[src/rtl/hbd_pkg.sv]
package hbd_pkg;

  typedef enum logic [2:0] {
    ST_OFF  = 3'd0,
    ST_LS   = 3'd1,
    ST_WLG  = 3'd2,
    ST_DLY  = 3'd3,
    ST_HS   = 3'd4,
    ST_WHG  = 3'd5,
    ST_SHUT = 3'd6,
    ST_FLT  = 3'd7
  } hb_state_e;

  function automatic int unsigned cnt_width(int unsigned a, int unsigned b);
    int unsigned m;
    m = (a > b) ? a : b;
    return $clog2(m + 1);
  endfunction

  // true on the last cycle of a window of lim cycles
  function automatic logic at_limit(int unsigned cnt, int unsigned lim);
    return (cnt + 1) == lim;
  endfunction

endpackage

[src/rtl/hbd_supply_por.sv]
module hbd_supply_por (
  input  logic clk,
  input  logic rst_n,
  input  logic rise_i,
  input  logic fall_i,
  output logic up_o,
  output logic clamp_o
);
  logic up_d;
  logic seen_q;

  always_comb begin
    if (fall_i)      up_d = 1'b0;
    else if (rise_i) up_d = 1'b1;
    else             up_d = up_o;
  end

  always_ff @(posedge clk or negedge rst_n) begin
    if (!rst_n) begin
      up_o   <= 1'b0;
      seen_q <= 1'b0;
    end else begin
      up_o   <= up_d;
      seen_q <= seen_q | up_d;
    end
  end

  assign clamp_o = ~seen_q;


  fall_wins_chk: assert property (@(posedge clk) disable iff (!rst_n)
    fall_i |=> !up_o);

  rise_up_chk: assert property (@(posedge clk) disable iff (!rst_n)
    (rise_i && !fall_i) |=> up_o);

  clamp_no_rearm_chk: assert property (@(posedge clk) disable iff (!rst_n)
    !$rose(clamp_o));

  clamp_until_up_chk: assert property (@(posedge clk) disable iff (!rst_n)
    up_o |-> !clamp_o);

endmodule

[src/rtl/hbd_step_timer.sv]
module hbd_step_timer #(
  parameter int CW = 4
) (
  input  logic          clk,
  input  logic          rst_n,
  input  logic          clr_i,
  output logic [CW-1:0] cnt_o
);
  localparam logic [CW-1:0] CMAX = '1;
  localparam logic [CW-1:0] ONE  = 1;

  always_ff @(posedge clk or negedge rst_n) begin
    if (!rst_n)              cnt_o <= '0;
    else if (clr_i)          cnt_o <= '0;
    else if (cnt_o != CMAX)  cnt_o <= cnt_o + ONE;
  end

endmodule

[src/rtl/hbd_gate_seq.sv]
module hbd_gate_seq
  import hbd_pkg::*;
#(
  parameter int DLY_CYC = 2,
  parameter int WD_CYC  = 64,
  parameter int CW      = 7
) (
  input  logic          clk,
  input  logic          rst_n,
  input  logic          up_i,
  input  logic          pwm_hi_i,
  input  logic          pwm_off_i,
  input  logic          lg_low_i,
  input  logic          hg_low_i,
  input  logic          sw_low_i,
  input  logic [CW-1:0] cnt_i,
  output logic          clr_o,
  output logic          hs_en_o,
  output logic          ls_en_o,
  output logic          fault_o
);
  hb_state_e state_q, state_d;

  // named events for checks
  logic lo_confirm, hi_confirm, dly_done, wd_expire;
  assign lo_confirm = lg_low_i;
  assign hi_confirm = hg_low_i | sw_low_i;
  assign dly_done   = at_limit(32'(cnt_i), DLY_CYC);
  assign wd_expire  = at_limit(32'(cnt_i), WD_CYC);

  always_comb begin
    state_d = state_q;
    if (state_q == ST_FLT)  state_d = ST_FLT;
    else if (!up_i)         state_d = ST_OFF;
    else if (pwm_off_i)     state_d = ST_SHUT;
    else begin
      unique case (state_q)
        ST_OFF, ST_SHUT: state_d = pwm_hi_i ? ST_WLG : ST_WHG;
        ST_LS:  if (pwm_hi_i) state_d = ST_WLG;
        ST_HS:  if (!pwm_hi_i) state_d = ST_WHG;
        ST_WLG: begin
          if (!pwm_hi_i)       state_d = ST_WHG;
          else if (lo_confirm) state_d = ST_DLY;
          else if (wd_expire)  state_d = ST_FLT;
        end
        ST_DLY: begin
          if (!pwm_hi_i)     state_d = ST_WHG;
          else if (dly_done) state_d = ST_HS;
        end
        ST_WHG: begin
          if (pwm_hi_i)        state_d = ST_WLG;
          else if (hi_confirm) state_d = ST_LS;
          else if (wd_expire)  state_d = ST_FLT;
        end
        default: state_d = ST_FLT;
      endcase
    end
  end

  always_ff @(posedge clk or negedge rst_n) begin
    if (!rst_n) state_q <= ST_OFF;
    else        state_q <= state_d;
  end

  assign clr_o   = (state_d != state_q);
  assign hs_en_o = (state_q == ST_HS);
  assign ls_en_o = (state_q == ST_LS);
  assign fault_o = (state_q == ST_FLT);


  no_overlap_chk: assert property (@(posedge clk) disable iff (!rst_n)
    !(hs_en_o && ls_en_o));

  hs_after_ls_chk: assert property (@(posedge clk) disable iff (!rst_n)
    $rose(hs_en_o) |-> (!$past(ls_en_o) && $past(pwm_hi_i)));

  ls_after_hs_chk: assert property (@(posedge clk) disable iff (!rst_n)
    $rose(ls_en_o) |-> (!$past(hs_en_o) && !$past(pwm_hi_i)));

  shut_off_chk: assert property (@(posedge clk) disable iff (!rst_n)
    pwm_off_i |=> (!hs_en_o && !ls_en_o));

  fault_sticky_chk: assert property (@(posedge clk) disable iff (!rst_n)
    fault_o |=> fault_o);

  fault_quiet_chk: assert property (@(posedge clk) disable iff (!rst_n)
    fault_o |-> (!hs_en_o && !ls_en_o));

endmodule

[src/rtl/hb_deadtime_seq.sv]
module hb_deadtime_seq
  import hbd_pkg::*;
#(
  parameter int DLY_CYC = 2,
  parameter int WD_CYC  = 64
) (
  input  logic clk,
  input  logic rst_n,
  input  logic cmd_high,
  input  logic cmd_off,
  input  logic sup_rise,
  input  logic sup_fall,
  input  logic lg_low_fb,
  input  logic hg_low_fb,
  input  logic sw_low_fb,
  output logic hi_gate_en,
  output logic lo_gate_en,
  output logic pre_clamp,
  output logic wd_fault
);
  localparam int CW = cnt_width(DLY_CYC, WD_CYC);

  logic          por_up;
  logic          tmr_clr;
  logic [CW-1:0] tmr_cnt;

  hbd_supply_por u_por (
    .clk     (clk),
    .rst_n   (rst_n),
    .rise_i  (sup_rise),
    .fall_i  (sup_fall),
    .up_o    (por_up),
    .clamp_o (pre_clamp)
  );

  hbd_step_timer #(.CW(CW)) u_tmr (
    .clk   (clk),
    .rst_n (rst_n),
    .clr_i (tmr_clr),
    .cnt_o (tmr_cnt)
  );

  hbd_gate_seq #(.DLY_CYC(DLY_CYC), .WD_CYC(WD_CYC), .CW(CW)) u_seq (
    .clk       (clk),
    .rst_n     (rst_n),
    .up_i      (por_up),
    .pwm_hi_i  (cmd_high),
    .pwm_off_i (cmd_off),
    .lg_low_i  (lg_low_fb),
    .hg_low_i  (hg_low_fb),
    .sw_low_i  (sw_low_fb),
    .cnt_i     (tmr_cnt),
    .clr_o     (tmr_clr),
    .hs_en_o   (hi_gate_en),
    .ls_en_o   (lo_gate_en),
    .fault_o   (wd_fault)
  );


  clamp_blocks_hs_chk: assert property (@(posedge clk) disable iff (!rst_n)
    pre_clamp |-> !hi_gate_en);

  supply_down_off_chk: assert property (@(posedge clk) disable iff (!rst_n)
    !por_up |=> (!hi_gate_en && !lo_gate_en));

endmodule

[config.mk]
export PLATFORM = sky130hd
export DESIGN_NAME = hb_deadtime_seq
export DESIGN_NICKNAME = d
export VERILOG_FILES = /design/src/rtl/hbd_pkg.sv /design/src/rtl/hbd_supply_por.sv /design/src/rtl/hbd_step_timer.sv /design/src/rtl/hbd_gate_seq.sv /design/src/rtl/hb_deadtime_seq.sv
export SDC_FILE = /design/constraint.sdc
export NUM_CORES = 1
export LEC_CHECK = 0
export BUFFER_PORTS_ARGS = -buffer_cell sky130_fd_sc_hd__buf_2
export CAP_MARGIN = 20
export CORE_MARGIN = 2
export CORE_UTILIZATION = 49
export DETAILED_ROUTE_END_ITERATION = 8
export PLACE_DENSITY = 0.8
export SETUP_SLACK_MARGIN = 0.05
export SYNTH_ARGS = -nofsm -noshare
export SYNTH_HDL_FRONTEND = slang
export SYNTH_HIERARCHICAL = 1
export SYNTH_SLANG_ARGS = --single-unit
[constraint.sdc]
create_clock -name clk -period 2.2 [get_ports clk]
set_clock_uncertainty 0.1 [all_clocks]
set_input_delay 0.44 -clock clk [delete_from_list [all_inputs] [get_ports clk]]
set_output_delay 0.44 -clock clk [all_outputs]
set_load 0.05 [all_outputs]
Word level (Yosys, flattened, before mapping)
Cells that the tools add are included.

word-level totals
  register bits after elaboration = 12
  input bits = 9
  output and inout bits = 4
  logic and storage cells = 41

cells by class
  add/sub/neg operators = 2
  equal/unequal tests = 11
  multiplexer cells = 18
  bitwise operators = 3
  reductions and logical operators = 3

operators by type and width
  cell                   count
  $mux W3                13
  $eq A32 B2 Y1 const B  1
  $eq A32 B7 Y1 const B  1
  $pmux W3 S6            1
  $mux W7                2
  $eq A3 B3 Y1 const B   4
  $add A7 B1 Y8 const B  1
  $add A7 B1 Y7 const B  1
  $ne A7 B7 Y1 const B   1
  $eq A3 B2 Y1 const B   2
  $eq A3 B1 Y1 const B   1
  $logic_not A3 Y1       1
  $ne A3 B3 Y1           1
  $mux W1                2
  $or A1 B1 Y1           2
  $reduce_bool A2 Y1     1
  $reduce_or A2 Y1       1
  $not A1 Y1             1

Logic depth before layout (Yosys ltp)
Gate-level depths: netlist of run 1.

  depth after elaboration = 11
  depth in mapped cells = 10
  depth with buffers taken out = 9

By module
Netlist of run 1, hierarchy kept.

by module, submodules not included
  module          times used  cells an instance  area an instance (um^2)  sequential area each (um^2)
  hbd_gate_seq    1           62                 470.5                    75.1
  hbd_step_timer  1           33                 349.1                    175.2
  hbd_supply_por  1           6                  72.6                     50.0

Worst setup path after synthesis of run 1
Ideal clock, no wire load.

  path type = register to register
  start point = reg u_seq.state_q[2]
  end point = reg u_tmr.cnt_o[1]
  library setup time = 0.079 ns
  arrival = 2.846 ns
  data required time = 2.021 ns
  slack = -0.826 ns
  cell stages (with the launch flop) = 9
  path buffers = 0
  period minus slack after synthesis = 3.026 ns
  cells stage by stage = dfrtp_1 nor3b_1 o21ai_0 nand4_2 mux2i_1 or3_1 inv_1 nand2_1 mux2i_1

between the ends
  elaborated cells between the ends (all ways) = 25
  those cells by class = eq/ne: 8; mux: 14; reduce/logical: 3

RTL lines
  item                                           line                   source
  start, declared                                hbd_gate_seq.sv:22     hb_state_e state_q, state_d;
  start signal, assigned                         hbd_gate_seq.sv:62     else state_q <= state_d;
  $eq A3 B3 Y1 *                                 n/a
  named net hi_gate_en                           hb_deadtime_seq.sv:16  output logic hi_gate_en,
  $pmux W3 S6 *                                  hbd_gate_seq.sv:37     unique case (state_q)
  $mux W3 *                                      hbd_gate_seq.sv:35     else if (pwm_off_i) state_d = ST_SHUT;
  $mux W3 *                                      hbd_gate_seq.sv:34     else if (!up_i) state_d = ST_OFF;
  $mux W3 *                                      hbd_gate_seq.sv:33     if (state_q == ST_FLT) state_d = ST_FLT;
  $ne A3 B3 Y1 *                                 hbd_gate_seq.sv:65     assign clr_o = (state_d != state_q);
  named net tmr_clr                              hb_deadtime_seq.sv:24  logic tmr_clr;
  $mux W7 or $reduce_bool A2 Y1 (tied branches)  n/a
  end signal, assigned                           hbd_step_timer.sv:15   else if (cnt_o != CMAX) cnt_o <= cnt_o + ONE;
  end, declared                                  hbd_step_timer.sv:7    output logic [CW-1:0] cnt_o

The timed path passes the listed nets; every way through them passes the cells marked *.
A chain may end at the register's enable or synchronous reset.

Worst setup path in the final report of run 1
  start point = reg u_tmr.cnt_o[6]
  end point = reg u_tmr.cnt_o[5]

between the ends
  cells in the longest elaborated chain, start to end = 11
  elaborated cells between the ends (all ways) = 18
  those cells by class = add/sub: 1; eq/ne: 4; mux: 12; reduce/logical: 1

ends and longest elaborated chain
  item                                           line                                    source
  $add A7 B1 Y8 *                                hbd_pkg.sv:22                           return (cnt + 1) == lim;
  $eq A32 B7 Y1                                  hbd_pkg.sv:22
  $mux W3                                        hbd_gate_seq.sv:44, hbd_gate_seq.sv:53
  $mux W3, on equally long branches              hbd_gate_seq.sv:52, hbd_gate_seq.sv:43
  $mux W3, on equally long branches              hbd_gate_seq.sv:51, hbd_gate_seq.sv:42
  $pmux W3 S6 *                                  hbd_gate_seq.sv:37
  $mux W3 *                                      hbd_gate_seq.sv:35
  $mux W3 *                                      hbd_gate_seq.sv:34
  $mux W3 *                                      hbd_gate_seq.sv:33
  $ne A3 B3 Y1 *                                 hbd_gate_seq.sv:65
  named net tmr_clr                              hb_deadtime_seq.sv:24
  $mux W7 or $reduce_bool A2 Y1 (tied branches)  n/a

Marked as above.

==> impl_results.md, run 1 <==
* Placed Area at around 0.0011 sq mm
* DR DRC count at 0
* Iteration-0 DRC count of the detailed router at 32
* Commonest register cell after synthesis: dfrtp_1
* Slew Limit Fails at 0
* Maxcap violations at 0
* Reg2reg start: u_tmr/cnt_o[6]$_DFFE_PN0P_
* Comb pwr share at 0.346
* Vert. Die Dim at 46.7 microns
* Hold path startpoint: sup_fall
* Final nets at 145
* Crit Path Class: reg2reg
* Avg Cell Area, Syn at 8.83 sq um
* Antenna diode count at 0
* Layout cell share with drive strength beyond 1 at 0.410
* Starting density of the core at 0.517
* Switch share at 0.320
* Status: finished, final reports clean
* H-Tree Depth at 1
* Die X at 46.7 microns
* Final Hold Vio Count at 0
* Post-route cell area at 0.00119 sq mm
* TritonRoute pass-1 iters at 4
* Antenna viol nets, final at 0
* GPL Wtd Cong at 0.890
* Yosys top cell by area: dfrtp_1
* Port Buf Inserts at 12
* Syn nets at 111
* Layout Cells excl Fill at 159
* Number of global-route vias before repair at 865
* Power Density at 555 mW/mm^2
* FMAX at 462 MHz
* Sequential Power Share at 0.402
* VDD IR max at roughly 0.00048 V
* Wire per inst at 14.3 microns
* First-pass GRT wire length at 3.55 mm
* Buffer depth of the longest clock path at 2
* Worst-Skew Late Latency at 260 ps
* RSZ-0062 raised after global routing: true
* Yosys top cell area share at 0.337
* Yosys cell types at 48
* CTS Buf Count at 3
* Clock sinks at 12
* Nature of the critical path endpoint: flip-flop
* Placed Cells at between 150 and 200
* Fin crit period at 2170 ps
* NetSw at about 0.00021 W
* Full die area at 0.00218 sq mm
* CP Launch Type: flip-flop
* Synth Instances at 101
* Crit path DAT at 2240 ps
* Total Power at about 0.00066 W
* Number of synthesized flops with an enable pin at 0
* P&R area growth vs syn at 33.9%
* Synth area leaders: dfrtp_1 34%, nand2_1 5.9%, a21oi_1 4.5%
* Period utilisation layout at 0.984
* Worst hold path type: in2reg
* Setup WS pre-CTS at -113 ps
* Via/cell ratio at 5.97
* Leakage power at 0.549 nW
* Final setup fails at 0
* Routed via count at 949
* TritonCTS clock tree: built
* P_int at 0.000451 W
* Synthesized area at approximately 890 sq um
* Routed wire length at 2.28 mm
* Hold path cells at 2
* Tot GR Track Use at 0.231
* Reg2Reg Depth at 7
* Num rows at 15
* Core box area at 0.00173 sq mm
* Clock power share at 0.251
* Count leader, synth: nand2_1
* Worst Path Max Fanout at 6
* Ys async rst share at 1.00
* Remaining global-route overflow at 0
* Yosys warnings at 6
* Root Driver: clkbuf_4
* Clk slew on worst S/H paths at 70 ps
* Hold Path End: u_por/up_o$_DFF_PN0_
* Flop2flop setup slack at 30 ps
* Max_slew headroom at 0.777
* Largest net degree at the start of global routing at 13
* Worst Max-Slew Pin Slew at 332 ps
* Top cells by count, synth: 14 x nand2_1, 12 x dfrtp_1, 9 x nor2_1
* WP data required at roughly 2300 ps
* Top Ports at 13
* Setup WS post-layout at 34.3 ps
* Synthesized flop and latch total at 12
* Sequential share of the synthesized area at 0.337
* Filler Cell Count at approximately 140
* HPWL Detailed at 1.70 mm
* Initial antenna violation count at 0
* Reg2reg end: u_tmr/cnt_o[5]$_DFFE_PN0P_
## cells by family (layout without fill, tap and decap cells)
family / Yosys count / in the layout / synth area share
multiplexers: 3 / 3 / 0.0337
flip-flops: 12 / 12 / 0.337
adder cells (fa/ha/maj): 1 / 1 / 0.0140
AND/OR/NAND/NOR: 52 / 52 / 0.366
AO/OA/AOI/OAI: 27 / 27 / 0.206
buffers and inverters: 6 / 39 / 0.0435
## worst max-delay path by stage
stage / end / startpoint / slack (ps)
4_1_cts: u_tmr/cnt_o[1]$_DFFE_PN0P_ / u_tmr/cnt_o[6]$_DFFE_PN0P_ / 40
6_report: u_tmr/cnt_o[5]$_DFFE_PN0P_ / u_tmr/cnt_o[6]$_DFFE_PN0P_ / 30
2_1_floorplan: u_tmr/cnt_o[1]$_DFFE_PN0P_ / u_seq/state_q[0]$_DFF_PN0_ / 20
3_5_place_dp: u_tmr/cnt_o[1]$_DFFE_PN0P_ / u_tmr/cnt_o[1]$_DFFE_PN0P_ / -110
3_3_place_gp: u_tmr/cnt_o[1]$_DFFE_PN0P_ / u_tmr/cnt_o[1]$_DFFE_PN0P_ / -20
5_1_grt: u_tmr/cnt_o[1]$_DFFE_PN0P_ / u_tmr/cnt_o[6]$_DFFE_PN0P_ / -60
## sequential cells by signal, summed over array words and instances, names as in the netlist
register       cells
u_tmr/cnt_o        7
u_por/up_o         1
u_por/seen_q       1
u_seq/state_q      3
## power groups by stage
stage | clock network, W | logic [W] | registers [W]
6_report | 0.000167 | 0.000230 | 0.000267
5_1_grt | 0.000184 | 0.000247 | 0.000269
4_1_cts | 0.000172 | 0.000222 | 0.000264
3_5_place_dp | 0 | 0.000205 | 0.000268
3_3_place_gp | 0 | 0.000195 | 0.000268
2_1_floorplan | 0 | 0.000131 | 0.000264
## per-stage QoR
stage	setup TNS, ps	util	hold WS [ps]
floorplan	0	-	44.4
global placement	-24.0	0.633	220
detailed placement	-349	0.633	223
CTS	0	0.684	246
global route	-192	0.692	238
finish	0	0.692	253
## worst max-delay path: stages, from the launching register on
cell and delay, ps:
dfrtp_1 420, nor4b_4 300, nand2_1 100, a211o_1 280
nand4_2 110, mux2i_1 100, or3_4 430, a311oi_2 240
## layer usage
layer	track usage	wire [microns]	vias up
met5	0	0	-
met1	0.282	872	439
met4	0.0722	42	0
met3	0.0275	155	7
met2	0.419	1210	52
li1	-	-	451
## layout make-up
type,count,area (sq um),area share
timing repair buffer,32,213,0.178
sequential,12,303,0.253
multi-input combinational,83,599,0.502
tap,25,31.3,0.0262
clock buffer,4,36.3,0.0304
inverter,3,12.5,0.0105
## placed cells by master, fill, tap and decap left out, types with 2 or more instances in the layout
| master | instances |
|---|---|
| nor3_1 | 3 |
| o21ai_1 | 2 |
| o31ai_1 | 2 |
| nand2b_1 | 4 |
| dfrtp_2 | 2 |
| mux2i_1 | 3 |
| dfrtp_1 | 10 |
| a31oi_1 | 2 |
| nor2_1 | 9 |
| nor3b_2 | 2 |
| clkbuf_4 | 3 |
| buf_2 | 12 |
| nand4_2 | 2 |
| nand3_1 | 2 |
| a21oi_1 | 8 |
| buf_4 | 19 |
| nand2_1 | 14 |
## repair_timing
item,CTS,global route
hold buffers,1,0
setup buffers,3,0
pin swaps,4,3
hold endpoints to repair,12,0
resized for setup,6,2
endpoints found under the setup margin,7,6
cloned,0,0
Note: power is estimated with default switching activity, not from simulation.
==> run 2, diff against run 1 <==
--- a/config.mk
+++ b/config.mk
@@ -7,10 +7,12 @@
 export LEC_CHECK = 0
 export BUFFER_PORTS_ARGS = -buffer_cell sky130_fd_sc_hd__buf_2
 export CAP_MARGIN = 20
+export CORE_ASPECT_RATIO = 1.25
 export CORE_MARGIN = 2
 export CORE_UTILIZATION = 49
 export DETAILED_ROUTE_END_ITERATION = 8
 export PLACE_DENSITY = 0.8
+export REMOVE_ABC_BUFFERS = 1
 export SETUP_SLACK_MARGIN = 0.05
 export SYNTH_ARGS = -nofsm -noshare
 export SYNTH_HDL_FRONTEND = slang
==> run 2 against run 1 <==
Effect of this change:
- cell count decreased by 5.0%
- sequential power about the same
- critical path depth increased by 2
- first-iteration DRC count decreased by 47%
- core utilization decreased by 3.3 points
- routed wire length decreased by 8.3%
- via count decreased by 5.9%
- sequential share of layout area increased by 0.78 points
- register-to-register slack improved by 20 ps
- worst setup slack improved by 25 ps
==> impl_results.md, run 2 (same netlist as run 1, synthesis figures left out) <==
* Status: finished, final reports clean
* Port Buf Inserts at 12 (unchanged)
* HPWL Detailed at 1.57 mm (-7.5%)
* TritonRoute pass-1 iters at 4 (unchanged)
* Critical-path top delay cell: dfrtp_1
* Crit Path Class: reg2reg
* Iteration-0 DRC count of the detailed router at 17 (-47%)
* Max_slew headroom at 0.782 (+0.00513)
* Worst-Skew Late Latency at 270 ps (about the same)
* Maxcap violations at 0 (unchanged)
* CTS Buf Count at 3 (unchanged)
* Period utilisation layout at 0.973 (-0.0112)
* VDD IR max at 0.000458 V (-5.5%)
* Clk slew on worst S/H paths at 80 ps (about the same)
* Layout Cells excl Fill at 151 (-5.0%)
* Wire per inst at 13.8 microns (-3.4%)
* Vert. Die Dim at 51.7 microns (+11%)
* DR DRC count at 0 (unchanged)
* CP Launch Type: flip-flop
* Antenna viol nets, final at 0 (unchanged)
* Buffer depth of the longest clock path at 2 (unchanged)
* Routed via count at 893 (-5.9%)
* Worst hold path type: in2reg
* RSZ-0062 raised after global routing: true
* Most frequent cells in the layout: 17 x buf_4, 14 x nand2_1, 12 x buf_2, 12 x dfrtp_1, 9 x nor2_1
* CP Buf/Inv Count at 1 (+1)
* Top Ports at 13 (unchanged)
* Crit-path max cell delay at 420 ps (about the same)
* Leakage power at 0.531 nW (-3.4%)
* Die X at 42.2 microns (-9.7%)
* Starting density of the core at 0.511 (-0.00519)
* Largest net degree at the start of global routing at 13 (unchanged)
* Nature of the critical path endpoint: flip-flop
* Num rows at 17 (+2)
* Via/cell ratio at 5.91 (-0.92%)
* GPL Wtd Cong at 0.907 (+1.9%)
* Final setup fails at 0 (unchanged)
* Max FFs per register at 7 (unchanged)
* P&R area growth vs syn at 28.9%
* WP data required at 2300 ps (+30 ps)
* Crit path DAT at 2240 ps (about the same)
* Most common cell after layout, fill and taps aside: buf_4
* Routed wire length at 2.09 mm (-8.3%)
* Most flop-heavy register: u_tmr/cnt_o
* Biggest regs: u_tmr/cnt_o x7, u_seq/state_q x3
* Full die area at 0.00218 sq mm (about the same)
* TritonCTS clock tree: built
* Slew Limit Fails at 0 (unchanged)
* Setup Buffers After CTS at 0 (-3)
* Root Driver: clkbuf_4
* Final nets at 143 (-1.4%)
* Cell family with most CP delay: simple AND/OR/NAND/NOR gates
* H-Tree Depth at 1 (unchanged)
* Setup WS post-layout at 58.9 ps (+24.6 ps)
* Worst Max-Slew Pin Slew at 327 ps (-4.85 ps)
* Fin crit period at 2140 ps (-24.6 ps)
* Worst Path Max Fanout at 6 (unchanged)
* Antenna diode count at 0 (unchanged)
* Cell Chain, Critical Path: nor4b_4 -> nand2_1 -> a211o_1 -> nand4_2 -> mux2i_1 -> or3_4 -> inv_2 -> nand2_1 -> mux2i_1
* Final Hold Vio Count at 0 (unchanged)
* FMAX at 467 MHz (+1.2%)
* Setup WS pre-CTS at -63.4 ps (+49.3 ps)
* Initial antenna violation count at 0 (unchanged)
* First-pass GRT wire length at 3.38 mm (-4.7%)
* Remaining global-route overflow at 0 (unchanged)
* Clock sinks at 12 (unchanged)
* Core box area at 0.00174 sq mm (+1.0%)
* Layout cell share with drive strength beyond 1 at 0.364 (-0.0468)
* Number of global-route vias before repair at 802 (-7.3%)
* Tot GR Track Use at 0.205 (-0.0256)
* Power Density at 567 mW/mm^2 (+2.3%)
* Placed Cells at 146 (-3.3%)
-- run 2: metal layers --
layer | GRT usage | vias up | share of wire
met5 | 0 | - | 0
met4 | 0.104 | 0 | 0.021
met3 | 0.0660 | 6 | 0.037
met2 | 0.359 | 18 | 0.53
met1 | 0.221 | 425 | 0.42
li1 | - | 444 | -
-- run 2: final cells by class --
cell class,instances,area [sq um]
well taps,19,23.8
fillers,146,594
clock buffers,4,36.3
flip-flops and latches,12,300
repair buffers,30,198
multi-input cells,83,581
inverters,3,11.3
-- run 2: worst paths after layout --
kind                                            startpoint                          to  slack, ps  cells after the start
worst max-delay path            u_tmr/cnt_o[1]$_DFFE_PN0P_  u_tmr/cnt_o[1]$_DFFE_PN0P_         60                      9
min in group asynchronous                            rst_n  u_tmr/cnt_o[4]$_DFFE_PN0P_        470                      2
worst min-delay path                              sup_fall        u_por/up_o$_DFF_PN0_        240                      2
worst min register to register      u_por/seen_q$_DFF_PN0_      u_por/seen_q$_DFF_PN0_        360                      2
max in group asynchronous                            rst_n  u_tmr/cnt_o[6]$_DFFE_PN0P_       1320                      2
worst max register to register  u_tmr/cnt_o[1]$_DFFE_PN0P_  u_tmr/cnt_o[1]$_DFFE_PN0P_         60                      9
-- run 2: worst register-to-register path, stage by stage, from the launching register on --
cell and delay [ps]:
dfrtp_1 420, nor4b_4 290, nand2_1 100, a211o_1 310, nand4_2 100, mux2i_1 80
or3_4 420, inv_2 80, nand2_1 50, mux2i_1 120
-- run 2: per-stage QoR --
step	instance area, sq um	hold WS [ps]	total power (W)	setup TNS, ps	utilization
floorplan	865	44.4	0.000376	-7210	-
global placement	1080	226	0.000462	-14.2	0.617
detailed placement	1080	227	0.000470	-86.0	0.617
CTS	1140	225	0.000657	0	0.653
global route	1150	215	0.000698	-235	0.659
finish	1150	236	0.000652	0	0.659
-- run 2: repair_timing --
action,CTS,global route
hold buffers,1,0
pin swaps,1,1
endpoints found under the setup margin,6,6
gates resized for setup,4,2
endpoints found under the hold margin,12,0
-- run 2: power breakdown --
part | switching [W] | internal, W
registers | 0.0000280 | 0.000237
logic | 0.000104 | 0.000109
clock network | 0.0000744 | 0.000101
